<file path="src/rtl/dm_fifo.sv">
module dm_fifo #(
  parameter int WIDTH  = 36,
  parameter int DEPTH  = 8,
  parameter int AE_LVL = 2,
  parameter int AF_LVL = 2
) (
  input  logic             clk,
  input  logic             rst_n,
  input  logic             prst_n,
  input  logic             mode_sel,
  input  logic             wr_en,
  input  logic [WIDTH-1:0] wr_data,
  input  logic             rd_en,
  output logic [WIDTH-1:0] rd_data,
  output logic             wr_rdy,
  output logic             rd_rdy,
  output logic             aempty_n,
  output logic             afull_n
);
  localparam int AW = $clog2(DEPTH);
  localparam int CW = AW + 1;

  logic [WIDTH-1:0] mem [DEPTH];
  logic [AW-1:0]    wptr, rptr;
  logic [CW-1:0]    cnt, occ;
  logic [1:0]       warm;
  logic             std_mode, mode_arm, hold_v;
  logic             live, wr_ok, rd_ok, pop;

  assign live  = rst_n && prst_n;
  assign occ   = cnt + CW'(hold_v);
  assign wr_ok = wr_en && wr_rdy;
  assign rd_ok = rd_en && rd_rdy;
  assign pop   = std_mode ? rd_ok : (cnt != '0) && (!hold_v || rd_ok);

  assign wr_rdy   = live && warm == 2'd2 && occ < CW'(DEPTH);
  assign rd_rdy   = live && (std_mode ? cnt != '0 : hold_v);
  assign aempty_n = live && occ > CW'(AE_LVL);
  assign afull_n  = !live || occ < CW'(DEPTH - AF_LVL);

  always_ff @(posedge clk) begin
    if (!rst_n) begin
      mode_arm <= 1'b1;
      std_mode <= 1'b1;
    end else if (mode_arm) begin
      mode_arm <= 1'b0;
      std_mode <= mode_sel;
    end
  end

  always_ff @(posedge clk) begin
    if (!live) begin
      wptr   <= '0;
      rptr   <= '0;
      cnt    <= '0;
      hold_v <= 1'b0;
      warm   <= 2'd0;
    end else begin
      if (warm != 2'd2) warm <= warm + 2'd1;
      if (wr_ok) wptr <= (wptr == AW'(DEPTH - 1)) ? '0 : wptr + 1'b1;
      if (pop)   rptr <= (rptr == AW'(DEPTH - 1)) ? '0 : rptr + 1'b1;
      cnt <= cnt + CW'(wr_ok) - CW'(pop);
      if (!std_mode) hold_v <= pop ? 1'b1 : (rd_ok ? 1'b0 : hold_v);
    end
  end

  always_ff @(posedge clk) begin
    if (wr_ok) mem[wptr] <= wr_data;
  end

  always_ff @(posedge clk) begin
    if (!rst_n) rd_data <= '0;
    else if (live && pop) rd_data <= mem[rptr];
  end

  AST_NO_OVERFLOW: assert property (@(posedge clk) disable iff (!live)
    occ <= CW'(DEPTH));
  AST_FULL_WRITE_DROPPED: assert property (@(posedge clk) disable iff (!live)
    (wr_en && !wr_rdy) |=> $stable(wptr));
  AST_EMPTY_READ_DROPPED: assert property (@(posedge clk) disable iff (!live)
    (std_mode && rd_en && !rd_rdy && !wr_en) |=> $stable(rptr) && cnt == '0);
  AST_PARTIAL_KEEPS_MODE: assert property (@(posedge clk) disable iff (!rst_n)
    (!prst_n && !mode_arm) |=> $stable(std_mode));
  AST_FALL_THROUGH: assert property (@(posedge clk) disable iff (!live)
    (!std_mode && !mode_arm && !rd_rdy && cnt != '0) |=> rd_rdy);
  AST_RESET_FLAGS: assert property (@(posedge clk)
    !live |-> !wr_rdy && !rd_rdy && !aempty_n && afull_n);
endmodule

</file>
<file path="config.mk">
export PLATFORM = sky130hd
export DESIGN_NAME = dm_fifo
export DESIGN_NICKNAME = d
export VERILOG_FILES = /design/src/rtl/dm_fifo.sv
export SDC_FILE = /design/constraint.sdc
export NUM_CORES = 1
export LEC_CHECK = 0
export BUFFER_PORTS_ARGS = -buffer_cell sky130_fd_sc_hd__buf_4
export CAP_MARGIN = 0
export CORE_ASPECT_RATIO = 0.9
export CORE_MARGIN = 2
export CORE_UTILIZATION = 45
export CTS_CLUSTER_DIAMETER = 100
export CTS_CLUSTER_SIZE = 8
export DETAILED_ROUTE_END_ITERATION = 6
export SLEW_MARGIN = 20
export SYNTH_ARGS = -nofsm -noshare
export SYNTH_HDL_FRONTEND = slang
export SYNTH_SLANG_ARGS = --single-unit
</file>
<file path="constraint.sdc">
create_clock -name clk -period 5 [get_ports clk]
set_input_delay 0.75 -clock clk [delete_from_list [all_inputs] [get_ports clk]]
set_output_delay 0.75 -clock clk [all_outputs]
set_load 0.03 [all_outputs]
</file>
### Word-level counts from Yosys, hierarchy flattened

Memories as Yosys holds them, arrays and structs flattened. A register that Yosys moved wholly into a read port is not among the register bits.
Cells that the tools add are included.

* add/subtract/negate cells: 6
* $lt $le $gt $ge: 3
* equal/unequal tests: 4
* muxes and demuxes: 9
* bitwise operators: 1
* reductions and logical operators: 17

Operators with widths (count)
* $logic_and A1 B1 Y1: 9
* $add A4 B1 Y4: 2
* $mux W1: 7
* $add A3 B1 Y3 const B: 2
* $eq A3 B3 Y1 const B: 2
* $mux W3: 2
* $gt A4 B2 Y1 const B: 1
* $lt A4 B3 Y1 const B: 1
* $lt A4 B4 Y1 const B: 1
* $reduce_bool A4 Y1: 1
* $sub A4 B1 Y4: 1
* $logic_not A1 Y1: 3
* $add A2 B1 Y2 const B: 1
* $eq A2 B2 Y1 const B: 1
* $logic_or A1 B1 Y1: 2
* $ne A2 B2 Y1 const B: 1
* $reduce_and A2 Y1: 1
* $reduce_bool A2 Y1: 1
* $not A1 Y1: 1

* register bits after elaboration: 15
* RAM bits: 288
* bits of input ports: 42
* output and inout bits: 40
* memories kept: 1

Memory list
* mem: depth 8, bits a word 36, read ports 1, clocked after memory_dff 1, wr ports 1, RTL line 23 `logic [WIDTH-1:0] mem [DEPTH];`

### Longest topological paths before layout

Gate-level depths: netlist of run 1.

* depth in word-level cells: 9
* mapped depth: 11
* mapped depth without buffers: 11

### Worst setup path before layout of run 1

OpenSTA, ideal clock, no wires.

* path kind: input -> register
* from: in rst_n
* to: mem mem[4][0] (enable)
* data arrival time: 3.958 ns
* data required time: 4.526 ns
* setup slack: 0.568 ns
* cell stages on the path: 4
* path buffers: 0
* cell sequence: and3_1 -> and3_1 -> nand3_1 -> nor3_1

* longest elaborated chain between the ends: 6

RTL lines
* start, declared: RTL line 8 `input logic rst_n,`
* $logic_and A1 B1 Y1: RTL line 30 `assign live = rst_n && prst_n;`
* $logic_and A1 B1 Y1 (2 in series): RTL line 36 `assign wr_rdy = live && warm == 2'd2 && occ < CW'(DEPTH);`
* named net wr_rdy: RTL line 15 `output logic wr_rdy,`
* $logic_and A1 B1 Y1: RTL line 32 `assign wr_ok = wr_en && wr_rdy;`
* $mux W1: RTL line 68 `if (wr_ok) mem[wptr] <= wr_data;`
* $mux W1 (not written as such): RTL line 68
* end, declared: RTL line 23

The timed path passes the listed nets, and every way through them passes these cells.

### Worst setup path after layout of run 1

* from: in rst_n
* to: mem mem[7][10] (enable)

* longest elaborated chain between the ends: 6

RTL lines (RTL line)
* $logic_and A1 B1 Y1: 30
* $logic_and A1 B1 Y1 (2 in series): 36
* $logic_and A1 B1 Y1: 32
* $mux W1: 68
* $mux W1 (not written as such): 68

No other way between the ends.

==> reports/results.txt, run 1 <==
CTS Root Buffer Type - clkbuf_16
total number of vias - 6797
routed wire length per instance - 21.1 um
die extent in x - 182 um
Hold Fails Final Rpt - 0
CP endpoint kind - register
Worst path max stage delay - 0.62 ns
share of power burned in the clock network - 0.484
library cell contributing the largest single delay on the critical path - nor2_4
post-route DRC violation count - 0
P&R area growth vs syn - 19.7%
count of placed standard cells including taps - 1137
All-Layer GR Usage - 0.180
post-synthesis sequential element count - 339
Crit path required time - 5.20 ns
final estimated routing congestion in global placement - 0.744
most used standard cell by instance count after synthesis - edfxtp_1
placeable core region - 27900 sq um
switch share - 0.193
fill cell total of the finished layout - 2171
die span in y - 164 um
number of enable flip-flop cells after synthesis - 288
register area share after synthesis - 0.756
post-route worst setup slack - 2.12 ns
CTS Buffer Depth - 3
Mapped Nets - 778
share of cells above drive strength 1 - 0.235
number of gates resized after cts - 0
DP Worst Slack - 1.58 ns
number of levels the H-tree was split into - 2
fraction of post-synthesis cell area in the top cell type by area - 0.676
Setup TNS Final - 0 ns
switching power summed over all nets - 1.18 mW
cell-by-cell listing of the critical path - buf_4 -> and3_1 -> and3_1 -> nand3_1 -> nor2_4 -> buf_4
final period utilization - 0.577
crit-path max FO - 43
HPWL after detailed placement - 14900 um
Reg2Reg Setup Slack - 2.18 ns
number of buffers and inverters on the critical path - 2
clock-pin transition on the worst setup and hold timing paths - 0.05 ns
worst-margin pin slew - 1.05 ns
largest net degree at the start of global routing - 73
timing startpoint of the critical path - rst_n
Comb pwr share - 0.013
list of most frequent post-synthesis cells - 288 x edfxtp_1, 78 x a21oi_1, 75 x mux2i_1
setup-violating endpoint count in the final report - 0
via count of the first global-routing pass - 7163
family with the most delay on the worst path - simple AND/OR/NAND/NOR gates
CP Depth - 6
hold_buf cts - 0
relative max-transition margin - 0.299
final clock skew - 0.0195 ns
sequential fraction of design power - 0.503
post-synthesis async set-or-reset flop share - 0
Post-DRT Antenna Nets - 0
first-pass GRT wire length - 40500 um
worst reg2reg path depth - 6
synthesized area per cell - 17.7 sq um
Detailed Route Iter0 Violations - 449
launch instance of the worst register-to-register path - cnt[1]$_SDFF_PP0_
kind of start point of the critical path - input port
Die Footprint - 29800 sq um
Critical Path Sink - mem[7][10]$_DFFE_PP_
number of antenna diodes - 0
yosys synthesis warning count - 0
count of input and output buffers - 81
run status - finished clean
RSZ-0062 raised after global routing - no
source-to-sink clock delay at the later pin of the worst-skew pair - 0.55 ns
buffers inserted during post-CTS setup optimization - 0
cell types with the largest area share after synthesis - edfxtp_1 68%, dfxtp_1 8.0%, mux4_2 6.5%
detailed-routing iteration count for the pre-antenna-repair pass - 6
CP arrival - 3.08 ns
Worst Hold Margin - 0.433 ns
initial standard-cell utilization of the core - 0.458
NumNets Final - 883
static leakage - 5.03 nW
Post-Syn Instances - 722
FF+latch area - 9680 sq um
number of maximum-capacitance violations - 0
maximum frequency from static timing analysis - 0.347 GHz
number of clock sinks - 339
P_int - 4.93 mW
power per standard cell area - 399 nW/um^2
post-synth cell types - 35
number of I/O pins - 82
predominant post-synthesis flop cell - edfxtp_1
post-route cell area - 15300 sq um
Hold/Removal Path Class - input port to register
Yosys top cell by area - edfxtp_1
fin cells - 1224
post-route minimum period - 2.88 ns
RR Endpoint - mem[7][10]$_DFFE_PP_
number of clock buffers inserted by TritonCTS - 48
Post-Synthesis Cell Area - 12800 sq um
Overflow after GRT - 0
fin. max-slew vios - 0
clock tree from TritonCTS - done
largest voltage drop on the vdd net - 0.274 mV
placement-stage cell area - 13900 sq um
antenna violations before repair - 0
crit path kind - input port to register
row cnt - 58
wirelength, routed - 25900 um
vias per std cell - 5.55
area of combinational cells with multiple inputs - 2950 sq um
[area by class of cell]
class,instances,area share
flip-flops and latches,339,0.632
multi-input cells,332,0.192
clock buffers,84,0.0886
repair buffers,96,0.0521
well taps,360,0.0294
clock inverters,3,0.00310
inverters,10,0.00245
[layout by cell type, fill, tap and decap left out, types with 6 or more instances in the layout]
cell / Yosys / layout
a21oi_1: 78 / 78
buf_4: 3 / 91
clkbuf_1: 18 / 35
clkbuf_16: 0 / 49
dfxtp_1: 51 / 48
edfxtp_1: 288 / 288
ha_1: 13 / 13
inv_1: 10 / 10
mux2i_1: 75 / 75
mux4_2: 37 / 37
nand2_1: 7 / 7
nor2_1: 16 / 10
nor2_4: 0 / 6
o21ai_1: 34 / 34
o22ai_1: 35 / 35
[power by group through the flow]
stage               clock network, mW  registers [mW]  logic, mW
finish                           2.95            3.07     0.0811
floorplan                           0            3.13     0.0170
CTS                              3.01            3.07     0.0824
global route                     3.14            3.07     0.0891
global placement                    0            3.13     0.0770
detailed placement                  0            3.13     0.0821
[registers in the layout, indices dropped and copies added, names as in the netlist]
signal    cells
mem         288
rd_data      36
cnt           4
rptr          3
wptr          3
warm          2
hold_v        1
mode_arm      1
std_mode      1
[metal layers]
| layer | track usage | vias up | part of all wire |
|---|---|---|---|
| li1 | - | 3100 | - |
| met1 | 0.241 | 3508 | 0.44 |
| met2 | 0.307 | 156 | 0.49 |
| met3 | 0.0295 | 33 | 0.044 |
| met4 | 0.0517 | 0 | 0.016 |
| met5 | 0 | - | 0 |
[worst reg2reg max path: stages, from the launching register on]
cell,delay [ns]
dfxtp_1,0.48
ha_1,0.23
a21bo_2,0.15
and3_1,0.22
nand3_1,0.31
nor2_4,0.62
buf_4,0.47
[how the worst min path moves through the flow]
| stage | startpoint | endpoint | slack [ns] | depth (start not counted) |
|---|---|---|---|---|
| 6_report | mode_sel | std_mode$_SDFFE_PN1P_ | 0.43 | 3 |
| 5_1_grt | wr_data[24] | mem[7][24]$_DFFE_PP_ | 0.43 | 1 |
| 4_1_cts | wr_data[24] | mem[7][24]$_DFFE_PP_ | 0.42 | 1 |
| 3_5_place_dp | mode_arm$_DFF_P_ | std_mode$_SDFFE_PN1P_ | 0.46 | 2 |
| 3_3_place_gp | mode_arm$_DFF_P_ | std_mode$_SDFFE_PN1P_ | 0.46 | 2 |
| 2_1_floorplan | mode_arm$_DFF_P_ | std_mode$_SDFFE_PN1P_ | 0.45 | 2 |
[per-stage QoR]
| stage | power (mW) | util |
|---|---|---|
| floorplan | 3.15 | - |
| global placement | 3.20 | 0.494 |
| detailed placement | 3.21 | 0.498 |
| CTS | 6.16 | 0.548 |
| global route | 6.30 | 0.548 |
| finish | 6.11 | 0.548 |
[cell families after synthesis]
group                      count (synthesis)  share of synthesized area
DFF                                      339                      0.756
AOI/OAI and AO/OA                        155                     0.0663
and+or+nand+nor                           47                     0.0187
buffers and inverters                     51                     0.0183
xor gates and xnor gates                   4                    0.00274
muxes                                    112                      0.124
adders and majority gates                 14                     0.0143
(Power assumes the default switching activity.)
==> run 2: changes to the inputs <==
==> constraint.sdc (replaced) <==
create_clock -name clk -period 2.9 [get_ports clk]
set_input_delay 0.435 -clock clk [delete_from_list [all_inputs] [get_ports clk]]
set_output_delay 0.435 -clock clk [all_outputs]
set_load 0.03 [all_outputs]
==> reports/results.txt, run 2 (synthesis results as in run 1) <==
Overflow after GRT - 0 (unchanged)
top library cells by usage in the layout, fill and taps aside - 288 x edfxtp_1, 100 x buf_4, 78 x a21oi_1
number of antenna diodes - 0 (unchanged)
HPWL after detailed placement - 15400 um (+3.9%)
detailed-routing iteration count for the pre-antenna-repair pass - 5 (-1)
Reg2Reg Setup Slack - 0.35 ns (-1.83 ns)
Hold Fails Final Rpt - 0 (unchanged)
die span in y - 164 um (unchanged)
clock tree from TritonCTS - done
number of I/O pins - 82 (unchanged)
die extent in x - 182 um (unchanged)
first-pass GRT wire length - 41900 um (+3.4%)
fraction of the core area covered by cells at the end of the flow - 0.553 (+0.00452)
number of maximum-capacitance violations - 0 (unchanged)
post-route minimum period - 2.55 ns
vias per std cell - 5.56 (about the same)
final clock skew - 0.0163 ns (-0.00320 ns)
placeable core region - 27900 sq um (unchanged)
largest registers ranked by flip-flop count - mem (288), rd_data (36), cnt (4)
largest voltage drop on the vdd net - 0.423 mV (+54%)
DP Worst Slack - 0.386 ns (-1.19 ns)
CP endpoint kind - register
setup-violating endpoint count in the final report - 0 (unchanged)
P&R area growth vs syn - 20.7%
largest reg by FF count - mem
power per standard cell area - 682 nW/um^2 (+71%)
CTS Buffer Depth - 3 (unchanged)
relative max-transition margin - 0.329 (+0.0292)
worst-margin pin slew - 1.01 ns (-0.0438 ns)
number of clock sinks - 339 (unchanged)
share of cells above drive strength 1 - 0.245 (+0.0105)
antenna violations before repair - 0 (unchanged)
most utilized layer in the global route result - met2
count of input and output buffers - 81 (unchanged)
All-Layer GR Usage - 0.188 (+0.00836)
final estimated routing congestion in global placement - 0.752 (+1.1%)
post-route DRC violation count - 0 (unchanged)
CTS Root Buffer Type - clkbuf_16
static leakage - 5.08 nW (+1.0%)
RR Endpoint - cnt[2]$_SDFF_PP0_
Hold/Removal Path Class - input port to register
routing usage on met3 - 0.0304 (+0.000887)
Critical Path Sink - cnt[2]$_SDFF_PP0_
number of gates resized after cts - 0 (unchanged)
met1 Resource Use GR - 0.250 (+0.00923)
run status - finished clean
worst reg2reg path depth - 10 (+4)
CP arrival - 2.95 ns (-0.13 ns)
Die Footprint - 29800 sq um (unchanged)
count of placed standard cells including taps - 1149 (+1.1%)
RSZ-0062 raised after global routing - no
HP Start - wr_data[20]
routed wire length per instance - 22.2 um (+5.1%)
number of flip-flops under the largest register name - 288 (unchanged)
timing startpoint of the critical path - cnt[1]$_SDFF_PP0_
NumNets Final - 895 (+1.4%)
number of clock buffers inserted by TritonCTS - 48 (unchanged)
kind of start point of the critical path - register
hold_buf cts - 0 (unchanged)
total number of vias - 6869 (+1.1%)
crit-path max FO - 6 (-86%)
Detailed Route Iter0 Violations - 597 (+33%)
initial standard-cell utilization of the core - 0.458 (unchanged)
number of levels the H-tree was split into - 2 (unchanged)
clock-pin transition on the worst setup and hold timing paths - 0.05 ns (about the same)
fin. max-slew vios - 0 (unchanged)
most common cell after layout, fill and taps aside - edfxtp_1
row cnt - 58 (unchanged)
Post-DRT Antenna Nets - 0 (unchanged)
via count of the first global-routing pass - 7209 (+0.64%)
power consumption - 10.5 mW (+73%)
largest net degree at the start of global routing - 73 (unchanged)
post-route worst setup slack - 0.348 ns (-1.77 ns)
wirelength, routed - 27500 um (+6.2%)
final period utilization - 0.880
source-to-sink clock delay at the later pin of the worst-skew pair - 0.54 ns (about the same)
fin cells - 1236 (+0.98%)
Crit path required time - 3.30 ns (-1.90 ns)
crit path kind - register to register
maximum frequency from static timing analysis - 0.392 GHz
buffers inserted during post-CTS setup optimization - 0 (unchanged)
launch instance of the worst register-to-register path - cnt[1]$_SDFF_PP0_
met2 routing resource usage after global routing - 0.317 (+0.0108)
==> run 2: changes by cell type in the layout (fill, tap and decap cells not counted), sizes merged <==
| cell | previous run | this run |
|---|---|---|
| clkinv | 0 | 1 |
| buf | 96 | 108 |
| inv | 12 | 10 |
| clkbuf | 84 | 85 |
==> run 2: how the worst min path moves through the flow <==
stage | to | cells past startpoint
3_5_place_dp | std_mode$_SDFFE_PN1P_ | 2
2_1_floorplan | std_mode$_SDFFE_PN1P_ | 2
4_1_cts | mem[4][10]$_DFFE_PP_ | 1
6_report | mem[4][20]$_DFFE_PP_ | 1
5_1_grt | mem[3][29]$_DFFE_PP_ | 1
3_3_place_gp | std_mode$_SDFFE_PN1P_ | 2
==> run 2: power breakdown <==
part           internal (mW)  leakage (nW)  switching [mW]
Clock                   3.19         0.665            1.91
Sequential              5.29          3.00         0.00433
Combinational         0.0513          1.41          0.0889
Total                   8.53          5.08            2.01
==> run 2: area by class of cell <==
class                      count  area [sq um]
multi-input combinational    332          2960
clock buffer                  85          1380
tap                          360           450
sequential                   339          9680
fill                        2149         12500
clock inverter                 2          23.8
inverter                      10          37.5
timing repair buffer         108           911
==> run 2: metrics by stage <==
stage	TNS (ns)	hold WS (ns)	instance area, sq um
2_1_floorplan	-107.77	0.449	12800
3_3_place_gp	0	0.463	14000
3_5_place_dp	0	0.473	14000
4_1_cts	0	0.114	15400
5_1_grt	0	0.115	15400
6_report	0	0.123	15400
==> run 2: worst max-delay path, stage by stage, from the launching register on <==
cell     delay (ns)
dfxtp_1        0.47
ha_1           0.23
a21bo_2        0.15
nand4_1        0.29
ha_1           0.41
inv_1          0.06
ha_1           0.17
inv_1          0.06
fa_1           0.37
xor2_1         0.16
nor2_1         0.05
==> run 2: per-layer routing <==
| layer | vias to the layer above | wire length [um] |
|---|---|---|
| li1 | 3122 | - |
| met1 | 3497 | 11900 |
| met2 | 198 | 13600 |
| met3 | 52 | 1440 |
| met4 | 0 | 540 |
| met5 | - | 0 |
==> run 3: changes to the inputs <==
==> constraint.sdc (replaced) <==
create_clock -name clk -period 2.9 [get_ports clk]
set_input_delay 0.58 -clock clk [delete_from_list [all_inputs] [get_ports clk]]
set_output_delay 0.58 -clock clk [all_outputs]
set_load 0.03 [all_outputs]
==> reports/results.txt, run 3 (synthesis results as in run 1) <==
routing usage on met3 - 0.0324 (+0.00200)
number of clock buffers inserted by TritonCTS - 48 (unchanged)
wirelength, routed - 26500 um (-3.5%)
met1 Resource Use GR - 0.264 (+0.0138)
most utilized layer in the global route result - met2
met2 routing resource usage after global routing - 0.290 (-0.0272)
first-pass GRT wire length - 41300 um (-1.5%)
setup-violating endpoint count in the final report - 0 (unchanged)
switch share - 0.194 (+0.00359)
final clock skew - 0.0236 ns (+0.00726 ns)
NumNets Final - 893 (-0.22%)
RSZ-0062 raised after global routing - no
power consumption - 10.5 mW (-0.43%)
die span in y - 164 um (unchanged)
Worst Hold Margin - 0.273 ns (+0.150 ns)
routed wire length per instance - 21.4 um (-3.6%)
CP arrival - 1.97 ns (-0.98 ns)
number of maximum-capacitance violations - 0 (unchanged)
P_int - 8.46 mW (-0.88%)
most common cell after layout, fill and taps aside - edfxtp_1
Comb pwr share - 0.014 (about the same)
post-route cell area - 15400 sq um (-0.14%)
P&R area growth vs syn - 20.5%
Setup TNS Final - 0 ns (unchanged)
Die Footprint - 29800 sq um (unchanged)
final period utilization - 0.880 (about the same)
detailed-routing iteration count for the pre-antenna-repair pass - 7 (+2)
crit path kind - register to primary output
top library cells by usage in the layout, fill and taps aside - 288 x edfxtp_1, 98 x buf_4, 78 x a21oi_1
number of levels the H-tree was split into - 2 (unchanged)
share of power burned in the clock network - 0.481 (-0.003)
largest net degree at the start of global routing - 73 (unchanged)
via count of the first global-routing pass - 7060 (-2.1%)
crit-path max FO - 3 (-3)
number of I/O pins - 82 (unchanged)
post-route DRC violation count - 0 (unchanged)
switching power summed over all nets - 2.04 mW (+1.4%)
Hold Fails Final Rpt - 0 (unchanged)
source-to-sink clock delay at the later pin of the worst-skew pair - 0.54 ns (about the same)
run status - finished clean
placement-stage cell area - 14000 sq um (-0.11%)
clock tree from TritonCTS - done
clock-pin transition on the worst setup and hold timing paths - 0.05 ns (about the same)
CTS Root Buffer Type - clkbuf_16
fin. max-slew vios - 0 (unchanged)
kind of start point of the critical path - register
largest reg by FF count - mem
largest voltage drop on the vdd net - 0.384 mV (-9.2%)
Hold/Removal Path Class - input port to register
CP endpoint kind - primary output
largest registers ranked by flip-flop count - mem (288), rd_data (36), cnt (4)
CTS Buffer Depth - 3 (unchanged)
power per standard cell area - 680 nW/um^2 (-0.30%)
number of clock sinks - 339 (unchanged)
initial standard-cell utilization of the core - 0.458 (unchanged)
placeable core region - 27900 sq um (unchanged)
total number of vias - 6761 (-1.6%)
row cnt - 58 (unchanged)
post-route minimum period - 2.55 ns (+0.000185 ns)
static leakage - 5.06 nW (-0.35%)
Crit path required time - 2.32 ns (-0.98 ns)
buffers inserted during post-CTS setup optimization - 0 (unchanged)
Detailed Route Iter0 Violations - 530 (-11%)
sequential fraction of design power - 0.505 (+0.002)
final estimated routing congestion in global placement - 0.760 (+0.98%)
relative max-transition margin - 0.411 (+0.0827)
number of antenna diodes - 0 (unchanged)
number of gates resized after cts - 0 (unchanged)
share of cells above drive strength 1 - 0.243 (-0.00256)
worst-margin pin slew - 0.883 ns (-0.124 ns)
count of input and output buffers - 81 (unchanged)
hold_buf cts - 0 (unchanged)
die extent in x - 182 um (unchanged)
Overflow after GRT - 0 (unchanged)
antenna violations before repair - 0 (unchanged)
Post-DRT Antenna Nets - 0 (unchanged)
All-Layer GR Usage - 0.182 (-0.00562)
vias per std cell - 5.47 (-1.7%)
HPWL after detailed placement - 15700 um (+1.7%)
number of flip-flops under the largest register name - 288 (unchanged)
maximum frequency from static timing analysis - 0.392 GHz (about the same)
run 3: worst max-delay path, cell delays in order, from the launching register on:
cell	delay (ns)
dfxtp_1	0.35
ha_1	0.24
ha_1	0.20
xor2_1	0.20
a21oi_1	0.07
a21oi_1	0.19
buf_4	0.20
run 3: power groups by stage:
stage / Clock (mW) / Combinational, mW / Sequential [mW]
floorplan: 0 / 0.0294 / 5.40
global placement: 0 / 0.140 / 5.39
detailed placement: 0 / 0.149 / 5.39
CTS: 5.15 / 0.149 / 5.30
global route: 5.37 / 0.162 / 5.29
finish: 5.05 / 0.148 / 5.30
run 3: path summary, 6_finish.rpt:
kind	cells past startpoint	slack [ns]	startpoint	to
worst max-delay path	6	0.35	cnt[0]$_SDFF_PP0_	aempty_n
worst min-delay path	1	0.27	wr_data[8]	mem[6][8]$_DFFE_PP_
worst max register to register	6	0.46	cnt[1]$_SDFF_PP0_	mem[4][13]$_DFFE_PP_
worst min register to register	2	0.48	mode_arm$_DFF_P_	std_mode$_SDFFE_PN1P_
run 3: layout make-up:
cell class	instances	area, sq um
Clock inverter	4	56.3
Clock buffer	86	1340
Tap cell	360	450
Timing Repair Buffer	106	896
Sequential cell	339	9680
Fill cell	2141	12500
Multi-Input combinational cell	332	2960
Inverter	10	37.5
run 3: routing by layer:
layer,vias to the layer above,wire [um]
li1,3119,-
met5,-,0
met3,32,1350
met1,3436,12300
met4,0,417
met2,174,12500
run 3: per-stage QoR:
stage | cells | setup slack [ns] | utilization
after floorplan | 722 | -0.410 | -
after global placement | 1147 | 0.457 | 0.502
after detailed placement | 1147 | 0.369 | 0.502
after CTS | 1237 | 0.328 | 0.552
after global routing | 1237 | 0.230 | 0.552
final | 1237 | 0.348 | 0.552
